<file path="src/rtl/tst_pkg.sv">
package tst_pkg;
  typedef enum logic [1:0] {
    SM_OFF = 2'd0,
    SM_ONE = 2'd1,
    SM_TWO = 2'd2,
    SM_RSV = 2'd3
  } sync_mode_e;

  // control -> datapath strobes
  typedef struct packed {
    logic loadPix;
    logic countEn;
  } tst_strobe_t;
endpackage

</file>
<file path="src/rtl/tst_datapath.sv">
module tst_datapath
  import tst_pkg::*;
#(
  parameter int WID_W  = 6,
  parameter int LINE_W = 11,
  parameter int PIX_W  = 16
) (
  input  logic              clk,
  input  logic              rst_n,
  input  sync_mode_e        mode,
  input  logic [WID_W-1:0]  hsWidth,
  input  logic [WID_W-1:0]  vsWidth,
  input  logic              hsPolHigh,
  input  logic              vsPolHigh,
  input  logic [LINE_W-1:0] lineNum,
  input  logic              teA,
  input  logic              teB,
  input  logic [PIX_W-1:0]  pixelCount,
  input  logic              pixAccept,
  input  tst_strobe_t       stb,
  output logic              hsEv,
  output logic              vsEv,
  output logic              lineHit,
  output logic              pixZero
);
  localparam int NCH = 2;
  localparam logic [WID_W-1:0]  RUN_MAX  = {WID_W{1'b1}};
  localparam logic [LINE_W-1:0] LINE_MAX = {LINE_W{1'b1}};

  logic [NCH-1:0] pinIn, polHi, lvl, prv, rise;
  assign pinIn = {teB, teA};
  assign polHi = {vsPolHigh, hsPolHigh};

  // per-wire polarity correction and edge detection
  for (genvar c = 0; c < NCH; c++) begin : g_chan
    logic lvlQ, prvQ;
    always_ff @(posedge clk or negedge rst_n) begin
      if (!rst_n) begin
        lvlQ <= 1'b0;
        prvQ <= 1'b0;
      end else begin
        lvlQ <= polHi[c] ? pinIn[c] : ~pinIn[c];
        prvQ <= lvlQ;
      end
    end
    assign lvl[c]  = lvlQ;
    assign prv[c]  = prvQ;
    assign rise[c] = lvlQ & ~prvQ;
  end

  // pulse width measurement on the shared wire
  logic [WID_W-1:0] runLen;
  always_ff @(posedge clk or negedge rst_n) begin
    if (!rst_n)                runLen <= '0;
    else if (!lvl[0])          runLen <= '0;
    else if (runLen != RUN_MAX) runLen <= runLen + 1'b1;
  end

  logic pulseEnd, oneHs, oneVs;
  assign pulseEnd = prv[0] & ~lvl[0];
  assign oneVs    = pulseEnd && (runLen >= vsWidth);
  assign oneHs    = pulseEnd && (runLen >= hsWidth) && (runLen < vsWidth);

  always_comb begin
    hsEv = 1'b0;
    vsEv = 1'b0;
    case (mode)
      SM_ONE: begin hsEv = oneHs;   vsEv = oneVs;   end
      SM_TWO: begin hsEv = rise[0]; vsEv = rise[1]; end
      default: ;
    endcase
  end

  // line counter
  logic [LINE_W-1:0] lineCnt;
  always_ff @(posedge clk or negedge rst_n) begin
    if (!rst_n)                            lineCnt <= '0;
    else if (vsEv)                         lineCnt <= '0;
    else if (hsEv && lineCnt != LINE_MAX)  lineCnt <= lineCnt + 1'b1;
  end
  assign lineHit = (lineCnt == lineNum);

  // pixel counter
  logic [PIX_W-1:0] pixCnt;
  always_ff @(posedge clk or negedge rst_n) begin
    if (!rst_n)                                pixCnt <= '0;
    else if (stb.loadPix)                      pixCnt <= pixelCount;
    else if (stb.countEn && pixAccept && !pixZero) pixCnt <= pixCnt - 1'b1;
  end
  assign pixZero = (pixCnt == '0);

  // a frame marker restarts the line count
  a_r5_line_restart: assert property (@(posedge clk) disable iff (!rst_n)
    vsEv |=> (lineCnt == '0));
  // the line count moves by at most one per cycle unless restarted
  a_r5_line_step: assert property (@(posedge clk) disable iff (!rst_n)
    !vsEv |=> (lineCnt == $past(lineCnt)) || (lineCnt == $past(lineCnt) + 1'b1));
  // the pixel count never rises except on a load
  a_r8_pix_monotone: assert property (@(posedge clk) disable iff (!rst_n)
    !stb.loadPix |=> (pixCnt <= $past(pixCnt)));
endmodule

</file>
<file path="src/rtl/tst_ctrl.sv">
module tst_ctrl
  import tst_pkg::*;
(
  input  logic        clk,
  input  logic        rst_n,
  input  sync_mode_e  mode,
  input  logic        xferEnSet,
  input  logic        swTrigSet,
  input  logic        vsEv,
  input  logic        lineHit,
  input  logic        pixZero,
  output tst_strobe_t stb,
  output logic        xferEn,
  output logic        xferBusy,
  output logic        swTrigPend,
  output logic        startPulse,
  output logic        frameDone
);
  logic syncOn, frameSeen, fired, syncGo, swGo, go, done;

  assign syncOn = (mode == SM_ONE) || (mode == SM_TWO);
  assign syncGo = syncOn && xferEn && !xferBusy && frameSeen && !fired && lineHit && !vsEv;
  assign swGo   = !syncOn && swTrigPend && xferEn && !xferBusy;
  assign go     = syncGo || swGo;
  assign done   = xferBusy && pixZero;

  assign stb.loadPix = xferEnSet && !xferBusy;
  assign stb.countEn = xferBusy;

  always_ff @(posedge clk or negedge rst_n) begin
    if (!rst_n) begin
      xferEn     <= 1'b0;
      xferBusy   <= 1'b0;
      swTrigPend <= 1'b0;
      startPulse <= 1'b0;
      frameDone  <= 1'b0;
      frameSeen  <= 1'b0;
      fired      <= 1'b0;
    end else begin
      startPulse <= go;
      frameDone  <= done;

      if (!syncOn) begin
        frameSeen <= 1'b0;
        fired     <= 1'b0;
      end else if (vsEv) begin
        frameSeen <= 1'b1;
        fired     <= 1'b0;
      end else if (syncGo) begin
        fired <= 1'b1;
      end

      if (swGo)                      swTrigPend <= 1'b0;
      else if (swTrigSet && !syncOn) swTrigPend <= 1'b1;

      if (go)        xferBusy <= 1'b1;
      else if (done) xferBusy <= 1'b0;

      if (done)           xferEn <= 1'b0;
      else if (xferEnSet) xferEn <= 1'b1;
    end
  end

  // a start is a single-cycle pulse
  a_r5_start_single: assert property (@(posedge clk) disable iff (!rst_n)
    startPulse |=> !startPulse);
  // no start without the enable bit
  a_r6_start_enabled: assert property (@(posedge clk) disable iff (!rst_n)
    startPulse |-> xferEn);
  // completion drops the enable
  a_r8_done_clears: assert property (@(posedge clk) disable iff (!rst_n)
    frameDone |-> !xferEn);
  // completion leaves the block idle
  a_r8_done_idle: assert property (@(posedge clk) disable iff (!rst_n)
    frameDone |-> !xferBusy);
endmodule

</file>
<file path="src/rtl/tear_sync_trigger.sv">
module tear_sync_trigger
  import tst_pkg::*;
#(
  parameter int WID_W  = 6,
  parameter int LINE_W = 11,
  parameter int PIX_W  = 16
) (
  input  logic              clk,
  input  logic              rst_n,
  input  logic [1:0]        syncMode,
  input  logic [WID_W-1:0]  hsWidth,
  input  logic [WID_W-1:0]  vsWidth,
  input  logic              hsPolHigh,
  input  logic              vsPolHigh,
  input  logic [LINE_W-1:0] lineNum,
  input  logic              teA,
  input  logic              teB,
  input  logic [PIX_W-1:0]  pixelCount,
  input  logic              xferEnSet,
  input  logic              swTrigSet,
  input  logic              pixAccept,
  output logic              xferEn,
  output logic              xferBusy,
  output logic              swTrigPend,
  output logic              startPulse,
  output logic              frameDone
);
  sync_mode_e  mode;
  tst_strobe_t stb;
  logic hsEv, vsEv, lineHit, pixZero;

  assign mode = sync_mode_e'(syncMode);

  tst_datapath #(.WID_W(WID_W), .LINE_W(LINE_W), .PIX_W(PIX_W)) dp_i (
    .clk(clk), .rst_n(rst_n), .mode(mode),
    .hsWidth(hsWidth), .vsWidth(vsWidth),
    .hsPolHigh(hsPolHigh), .vsPolHigh(vsPolHigh),
    .lineNum(lineNum), .teA(teA), .teB(teB),
    .pixelCount(pixelCount), .pixAccept(pixAccept), .stb(stb),
    .hsEv(hsEv), .vsEv(vsEv), .lineHit(lineHit), .pixZero(pixZero)
  );

  tst_ctrl ctrl_i (
    .clk(clk), .rst_n(rst_n), .mode(mode),
    .xferEnSet(xferEnSet), .swTrigSet(swTrigSet),
    .vsEv(vsEv), .lineHit(lineHit), .pixZero(pixZero),
    .stb(stb), .xferEn(xferEn), .xferBusy(xferBusy),
    .swTrigPend(swTrigPend), .startPulse(startPulse), .frameDone(frameDone)
  );
endmodule

</file>
<file path="config.mk">
export PLATFORM = sky130hd
export DESIGN_NAME = tear_sync_trigger
export DESIGN_NICKNAME = d
export VERILOG_FILES = /design/src/rtl/tst_pkg.sv /design/src/rtl/tst_datapath.sv /design/src/rtl/tst_ctrl.sv /design/src/rtl/tear_sync_trigger.sv
export SDC_FILE = /design/constraint.sdc
export NUM_CORES = 1
export LEC_CHECK = 0
export BUFFER_PORTS_ARGS = -buffer_cell sky130_fd_sc_hd__buf_2
export CAP_MARGIN = 40
export CORE_ASPECT_RATIO = 1.75
export CORE_UTILIZATION = 50
export DETAILED_ROUTE_END_ITERATION = 8
export PLACE_DENSITY = 0.77
export SLEW_MARGIN = 20
export SYNTH_ARGS = -nofsm -noshare
export SYNTH_HDL_FRONTEND = slang
export SYNTH_HIERARCHICAL = 1
export SYNTH_SLANG_ARGS = --single-unit
</file>
<file path="constraint.sdc">
create_clock -name clk -period 2.1 [get_ports clk]
set_input_delay 0.105 -clock clk [delete_from_list [all_inputs] [get_ports clk]]
set_output_delay 0.105 -clock clk [all_outputs]
set_load 0.01 [all_outputs]
</file>
---- After elaboration in Yosys (flattened, before gate mapping) ----
Cells that the tools add are included.
storage, ports and cells
  output and inout port bits .............. 5
  flip-flop bits (word level) ............. 44
operators by class
  bitwise gates (word level) .............. 8
  multiplexer cells ....................... 21
  order comparisons ....................... 3
  equal/unequal tests ..................... 8
  reduce and logical (&&, ||, !) cells .... 31
  add/sub/neg operators ................... 3
operators by type and width
  kind                     number
  $mux W16                 2
  $mux W11                 2
  $logic_and A1 B1 Y1      18
  $logic_not A16 Y1        1
  $sub A16 B1 Y16 const B  1
  $mux W1                  13
  $ge A6 B6 Y1             2
  $mux W6                  2
  $add A11 B1 Y11 const B  1
  $eq A11 B11 Y1           1
  $ne A11 B11 Y1 const B   1
  $reduce_bool A2 Y1       5
  $add A6 B1 Y6 const B    1
  $lt A6 B6 Y1             1
  $ne A6 B6 Y1 const B     1
  $logic_not A1 Y1         5
  $not A1 Y1               5
  $pmux W1 S2              2
  $and A1 B1 Y1            3
  $ne A3 B2 Y1 const B     1
  $eq A2 B1 Y1 const B     1
  $eq A2 B2 Y1 const B     1
  $logic_or A1 B1 Y1       2
  $ne A2 B1 Y1 const B     1
  $ne A2 B2 Y1 const B     1

---- Depth between registers and ports, before layout ----
Gate-level depths: netlist (run 1).
  depth after elaboration ................. 11
  gate-level depth with buffers ........... 10

---- Cells and area by module ----
Netlist (run 1), hierarchy kept.
modules (own cells, without submodules)
  module        seq. area each (um2)  area each (um2)  instances  cells each
  tst_datapath  925.9                 2,394.8          1          267
  tst_ctrl      175.2                 284.0            1          26

---- Least setup slack after synthesis (run 1) ----
No wires, ideal clock.
  path type ............................... reg2reg
  start point ............................. reg dp_i.runLen[3]
  end point ............................... reg ctrl_i.xferBusy
  library setup time ...................... 0.069 ns
  slack ................................... -0.242 ns
  required time ........................... 2.031 ns
  cell stages (with the launch flop) ...... 9
  data arrival time ....................... 2.273 ns
  period minus slack after synthesis ...... 2.342 ns
  buffers on the path ..................... 0
  cells stage by stage .................... dfrtp_1 > ha_1 > a21oi_1 > nor2_1 > o31a_1 > nor2_1 > clkinv_1 > or4_1 > nand3_1
on the way
  cells in the longest elaborated chain, start to end .. 7
  elaborated cells between the ends (all ways) .. 8
  classes of those cells .................. order compare (1); mux (2); reduce/logical (5)
ends and longest elaborated chain
  what                                           line                     source
  start: declaration                             tst_datapath.sv:52       logic [WID_W-1:0] runLen;
  start signal: assignment                       tst_datapath.sv:56       else if (runLen != RUN_MAX) runLen <= runLen + 1'b1;
  $ge A6 B6 Y1 *                                 tst_datapath.sv:61       assign oneVs = pulseEnd && (runLen >= vsWidth);
  $logic_and A1 B1 Y1 *                          tst_datapath.sv:61
  $pmux W1 S2 *                                  tst_datapath.sv:67       case (mode)
  named net vsEv                                 tear_sync_trigger.sv:30  logic hsEv, vsEv, lineHit, pixZero;
  $logic_not A1 Y1 *                             tst_ctrl.sv:22           assign syncGo = syncOn && xferEn && !xferBusy && frameSeen && !fired && lineHit && !vsEv;
  $logic_and A1 B1 Y1 *                          tst_ctrl.sv:22
  $logic_or A1 B1 Y1 *                           tst_ctrl.sv:24           assign go = syncGo || swGo;
  $mux W1 or $reduce_bool A2 Y1 (tied branches)  --
  end signal: assignment                         tst_ctrl.sv:33           xferBusy <= 1'b0;
  end signal: assignment                         tst_ctrl.sv:56           if (go) xferBusy <= 1'b1;
  end signal: assignment                         tst_ctrl.sv:57           else if (done) xferBusy <= 1'b0;
  end: declaration                               tst_ctrl.sv:14           output logic xferBusy,
The timed path passes the listed nets; every way through them passes the cells marked *.
A chain may end at the register's enable or synchronous reset.

---- Final worst setup path (run 1) ----
  start point ............................. reg dp_i.runLen[3]
  end point ............................... reg dp_i.lineCnt[7]
on the way
  cells in the longest elaborated chain, start to end .. 6
  elaborated cells between the ends (all ways) .. 11
  classes of those cells .................. order compare (3); mux (3); reduce/logical (5)
ends and longest elaborated chain
  what                              line                source
  $ge A6 B6 Y1                      tst_datapath.sv:62  assign oneHs = pulseEnd && (runLen >= hsWidth) && (runLen < vsWidth);
  $logic_and A1 B1 Y1 (2 in a row)  tst_datapath.sv:62
  $pmux W1 S2                       tst_datapath.sv:67
  $logic_and A1 B1 Y1               tst_datapath.sv:79  else if (hsEv && lineCnt != LINE_MAX) lineCnt <= lineCnt + 1'b1;
  $reduce_bool A2 Y1 (no line)      --
  end signal: assignment            tst_datapath.sv:79
  end: declaration                  tst_datapath.sv:75  logic [LINE_W-1:0] lineCnt;
Parallel ways exist; a longest one is shown, timed or not.

==> results of run 1 <==
==> metal layers <==
layer | vias up | GRT usage [%] | part of all wire (%)
met5 | - | 0 | 0
met4 | 0 | 10.9 | 3.0
met3 | 22 | 3.15 | 3.7
met2 | 77 | 41.7 | 54
met1 | 1162 | 23.4 | 39
li1 | 1230 | - | -
==> layout make-up <==
| type | instances | share of cell area (%) |
|---|---|---|
| inverters | 21 | 2.23 |
| well taps | 54 | 1.88 |
| clock inverters | 1 | 0.139 |
| multi-input cells | 222 | 45.9 |
| clock buffers | 6 | 2.02 |
| repair buffers | 96 | 17.2 |
| flip-flops and latches | 44 | 30.7 |
==> through the flow <==
stage               hold WS, ps  utilization (%)
floorplan                  -191                -
global placement            215             63.7
detailed placement          222             63.7
CTS                        1.42             68.0
global route               16.2             71.0
finish                     3.56             71.0
==> logic make-up (layout without fill, tap and decap cells) <==
kind of cell    after synthesis  after routing  share of synthesized area [%]
mux                           5              5                           2.10
fa+ha+maj                    17             17                           7.94
flops                        44             44                           41.1
buf+inv                      27            124                           3.92
compound gates               57             57                           13.1
xor+xnor                     29             29                           9.48
simple gates                114            114                           22.3
==> how the worst max path moves through the flow <==
stage / from / end / slack, ps
CTS: dp_i/runLen[4] / ctrl_i/startPulse / -8
finish: dp_i/runLen[3] / dp_i/lineCnt[7] / -40
floorplan: dp_i/runLen[3] / ctrl_i/xferBusy / -40
global placement: dp_i/runLen[5] / ctrl_i/xferBusy / 1
global route: dp_i/runLen[2] / dp_i/lineCnt[4] / -110
detailed placement: dp_i/runLen[0] / dp_i/lineCnt[4] / -60
==> registers in the layout (all words and copies together) (netlist names) <==
register and flops:
dp_i/runLen 6, ctrl_i/startPulse 1, ctrl_i/xferBusy 1, ctrl_i/fired 1
ctrl_i/frameSeen 1, dp_i/lineCnt 11, ctrl_i/xferEn 1, dp_i/pixCnt 16
dp_i/g_chan.lvlQ 2, ctrl_i/frameDone 1, dp_i/g_chan.prvQ 2, ctrl_i/swTrigPend 1
==> synthesized netlist by cell type (6+ instances only) <==
master | count | area [um2]
nor2_1 | 18 | 67.6
dfrtp_1 | 44 | 1100
inv_1 | 20 | 75.1
nand2_1 | 29 | 109
ha_1 | 17 | 213
and3_1 | 8 | 50.1
nor3_1 | 13 | 65.1
a31oi_1 | 6 | 37.5
a21oi_1 | 11 | 55.1
nand3_1 | 13 | 65.1
xnor2_1 | 25 | 219
o21ai_0 | 20 | 100
==> where the power goes <==
group	switching [W]	leakage, nW	internal, W	total (W)
sequential	0.000214	0.556	0.00105	0.00126
clock	0.000273	0.0410	0.000226	0.000500
combinational	0.000519	1.05	0.000596	0.00111
==> what timing repair did <==
action / 4_1_cts / 5_1_grt
buffers inserted: 6 / 3
endpoints found under the setup margin: 9 / 17
hold endpoints to repair: 45 / 0
pin swaps: 7 / 19
resized for setup: 10 / 29
gates cloned: 0 / 1
hold buffers: 3 / 0
==> worst reg2reg max path: stages, from the launching register on <==
cell,delay [ps]
dfrtp_1,430
buf_6,150
ha_4,250
nand3_2,80
o21ai_2,170
a41oi_2,190
buf_6,200
or4b_1,470
a21oi_1,140
==> results.yml, run 1 <==
status:
  status: "complete, but fails checks"
  violations: "DRC, setup timing"
route:
  drt_iter0_drc: 94
  num_vias: 2491
  ant_nets: 0
  viasPerCell: 5.61
  post-route-drc-count: 5
  firstDrtPassIters: 7
  drt-total-wl_um: 6470
  wl_per_cell_um: 14.6
worst_setup_path:
  slowest_stage: "or4b_1"
  cpMostUsedCell: "buf_6"
  cp.depth: 8
  timing.reg2reg.setup_slack_ps: -40
  rr_startpoint: "dp_i/runLen[3]"
  cp_cell_sequence: "buf_6 > ha_4 > nand3_2 > o21ai_2 > a41oi_2 > buf_6 > or4b_1 > a21oi_1"
  cp_num_buf_inv: 2
  worst-r2r-cell-count: 8
  critical_path.max_fanout: 6
  cp_data_required_time_ps: 2320
  critPathArrivalTime_ps: 2360
  cp_top_family: "simple AND/OR/NAND/NOR gates"
  crit_type: "reg2reg"
  crit_path_start_kind: "flop"
  cp_slowest_stage_delay_ps: 470
  worst_r2r_endpoint: "dp_i/lineCnt[7]"
  cp-end-kind: "flop"
clock_network:
  clock_path_buffers: 2
  clkLatencyLatePin_ps: 290
  path_clk_slew_ps: 80
  cts_tree: "built"
  h-tree-depth: 2
  cts.sinks: 44
  numCtsBuffers: 5
  clock-root-buffer: "clkbuf_8"
logic_synthesis:
  ys_ff_latch: 44
  synth_warnings: 6
  ys.flop_type: "dfrtp_1"
  synth_area_um2: 2680
  ys_types: 45
  seq_area_frac_synth_pct: 41.1
  async_flop_share_pct: 100
  syn-num-nets: 360
  synth-edff-count: 0
  synth_cells: 293
  synth.avg_cell_area_um2: 9.14
timing:
  min_period_over_period_pct: 102
  tns_ps: -82.9
  final_max_slew_viol_count: 0
  setup_viol: 4
  setup_slack_ps: -40.4
  fin_skew_ps: 7.81
  relSlewSlack_pct: 63.0
  rsz0062_at_grt: "true"
  fin_crit_ps: 2140
  tightest_slew_ps: 556
  fmax_mhz: 467
  hold_viol: 0
cells_and_area:
  drive_gt1_share_pct: 34.9
  nFillCells: 388
  fin_nets: 457
  regArea_um2: 1100
  multi_input_area_um2: 1650
  final_area_um2: 3600
  mostFrequentLayoutCell: "buf_2"
  area_delta_synth_final_pct: 34.2
  final_cells: 444
  antenna_cells_inserted: 0
  final_cell_mix: "54 x buf_2, 43 x dfrtp_1, 32 x buf_4"
placement:
  dp_cells: 424
  placed_area_um2: 3220
  hpwl_um: 4410
  place_congestion: 0.905
  port_buffers: 54
  pre_cts_slack_ps: -58.9
floorplanning:
  dieWidth_um: 57.3
  start_util_pct: 52.9
  rows: 34
  core_area_um2: 5060
  die_h_um: 98.8
  dieArea_um2: 5670
  boundaryPins: 55
global_routing:
  grt_pass1_vias: 2419
  grt_pass1_wl_um: 9860
  overflow: 0
  grt_max_degree: 45
  grt_usage_pct: 22.2
  grt_antenna_before_repair: 0
hold_path:
  hp-start: "teA"
  hold_depth: 2
  hp-class: "in2reg"
  min_to: "dp_i/g_chan[0].lvlQ"
power_and_ir_drop:
  p_leak_nw: 1.64
  vdd_drop_max_uv: 524
  p_total_w: 0.00288
  power_density_nw_per_um2: 800
job:
  drv_cap: 0
No activity file was read; power rests on OpenSTA's default activity.
==> inputs of run 2 (changes only) <==
Settings changed: SETUP_SLACK_MARGIN set to 0.4.
==> run 2 against run 1 <==
Net effect:
- clock power rose by 41%
- sequential share of layout area down 2.2 points
- the run still ends with DRC, setup timing left
- setup slack worse by 2.7 ps
- sequential power grew 5%
- utilization grew 5.9 points
- count of clock-buffer cells in the layout increased by 1
- via count grew 3.5%
- worst hold slack better by 16 ps
- design area up 8.3%
==> results.yml, run 2 (synthesis gave the netlist of run 1 again) <==
power_and_ir_drop:
  p_leak_nw: 1.75
  power_density_nw_per_um2: 878
  vdd_drop_max_uv: 720
  p_total_w: 0.00342
floorplanning:
  boundaryPins: 55
  rows: 34
  core_area_um2: 5060
  die_h_um: 98.8
  start_util_pct: 52.9
  dieWidth_um: 57.3
  dieArea_um2: 5670
status:
  status: "complete, but fails checks"
  violations: "DRC, setup timing"
timing:
  setup_viol: 3
  hold_ws_ps: 19.3
  rsz0062_at_grt: "true"
  fmax_mhz: 467
  final_max_slew_viol_count: 0
  fin_skew_ps: 4.04
  min_period_over_period_pct: 102
  setup_slack_ps: -43.1
  relSlewSlack_pct: 59.2
  fin_crit_ps: 2140
  tns_ps: -59.9
  hold_viol: 0
  tightest_slew_ps: 607
clock_network:
  path_clk_slew_ps: 80
  clock-root-buffer: "clkbuf_8"
  clock_path_buffers: 2
  cts.sinks: 44
  numCtsBuffers: 5
  cts_tree: "built"
  h-tree-depth: 2
  clkLatencyLatePin_ps: 290
cells_and_area:
  drive_gt1_share_pct: 40.8
  final_cells: 451
  utilization_pct: 76.9
  top_regs: "dp_i/pixCnt (16), dp_i/lineCnt (11), dp_i/runLen (6)"
  regArea_um2: 1110
  regMostFlops: "dp_i/pixCnt"
  largest_register_ffs: 16
  area_delta_synth_final_pct: 45.4
  multi_input_area_um2: 1820
  final_cell_mix: "54 x buf_2, 39 x dfrtp_1, 31 x buf_4"
  nFillCells: 335
  mostFrequentLayoutCell: "buf_2"
  fin_nets: 463
  antenna_cells_inserted: 0
worst_setup_path:
  crit_end: "dp_i/pixCnt[12]"
  startpoint: "dp_i/pixCnt[4]"
  critPathArrivalTime_ps: 2320
  cp-end-kind: "flop"
  crit_type: "reg2reg"
  critical_path.max_fanout: 5
  timing.reg2reg.setup_slack_ps: -40
  worst-r2r-cell-count: 6
  cp_data_required_time_ps: 2270
  crit_path_start_kind: "flop"
  worst_r2r_endpoint: "dp_i/pixCnt[12]"
  rr_startpoint: "dp_i/pixCnt[4]"
route:
  ant_nets: 0
  post-route-drc-count: 4
  viasPerCell: 5.72
  drt-total-wl_um: 7020
  firstDrtPassIters: 8
  wl_per_cell_um: 15.6
  drt_iter0_drc: 98
  num_vias: 2579
global_routing:
  grt_max_degree: 32
  overflow: 0
  grt_antenna_before_repair: 0
  grt_pass1_vias: 2604
  grt_usage_pct: 24.6
  grt_pass1_wl_um: 10800
placement:
  hpwl_um: 4570
  dp_cells: 416
  port_buffers: 54
  place_congestion: 0.810
hold_path:
  hp-class: "in2reg"
job:
  drv_cap: 0
[run 2: worst min path at each step]
stage	slack, ps	cells past startpoint	startpoint	end
6_report	20	3	pixelCount[4]	dp_i/pixCnt[4]
5_1_grt	20	3	pixelCount[1]	dp_i/pixCnt[1]
4_1_cts	4	2	hsPolHigh	dp_i/g_chan[0].lvlQ
3_5_place_dp	50	1	rst_n	dp_i/lineCnt[6]
3_3_place_gp	50	1	rst_n	dp_i/lineCnt[6]
2_1_floorplan	-190	0	rst_n	ctrl_i/fired
[run 2: stage by stage]
| step | area, um2 | setup slack, ps |
|---|---|---|
| after floorplan | 2770 | -26.2 |
| after global placement | 3230 | -9.26 |
| after detailed placement | 3230 | -77.8 |
| after CTS | 3710 | 8.08 |
| after global routing | 3890 | -73.0 |
| final | 3890 | -43.1 |
[run 2: layout make-up]
type / count / area share, %
flip-flops and latches: 44 / 28.4
well taps: 54 / 1.74
clock buffers: 7 / 2.47
multi-input cells: 222 / 46.8
clock inverters: 1 / 0.771
inverters: 21 / 2.06
repair buffers: 102 / 17.7
[run 2: power by group]
group,switching (W),internal [W]
Sequential,0.000265,0.00105
Combinational,0.000668,0.000729
Clock,0.000285,0.000420
Total,0.00122,0.00220
[run 2: what timing repair did]
action	4_1_cts	5_1_grt
hold buffers	3	1
pin swaps	25	22
hold endpoints to repair	19	1
resized for setup	43	29
endpoints found under the setup margin	33	33
setup buffers	19	4
[run 2: worst max-delay path, stage by stage, from the launching register on]
cell     delay, ps
dfrtp_1        390
or3_4          400
or3_4          340
o41a_1         450
and3_1         230
xnor2_1        140
o21ai_1         70
[run 2: metal layers]
metal,global-route usage [%],vias up,share of wire [%],wire [um]
met5,0,-,0,0
met4,11.3,0,3.0,210
met3,3.67,18,3.8,264
met2,47.8,81,57,3990
met1,24.6,1231,36,2560
li1,-,1249,-,-
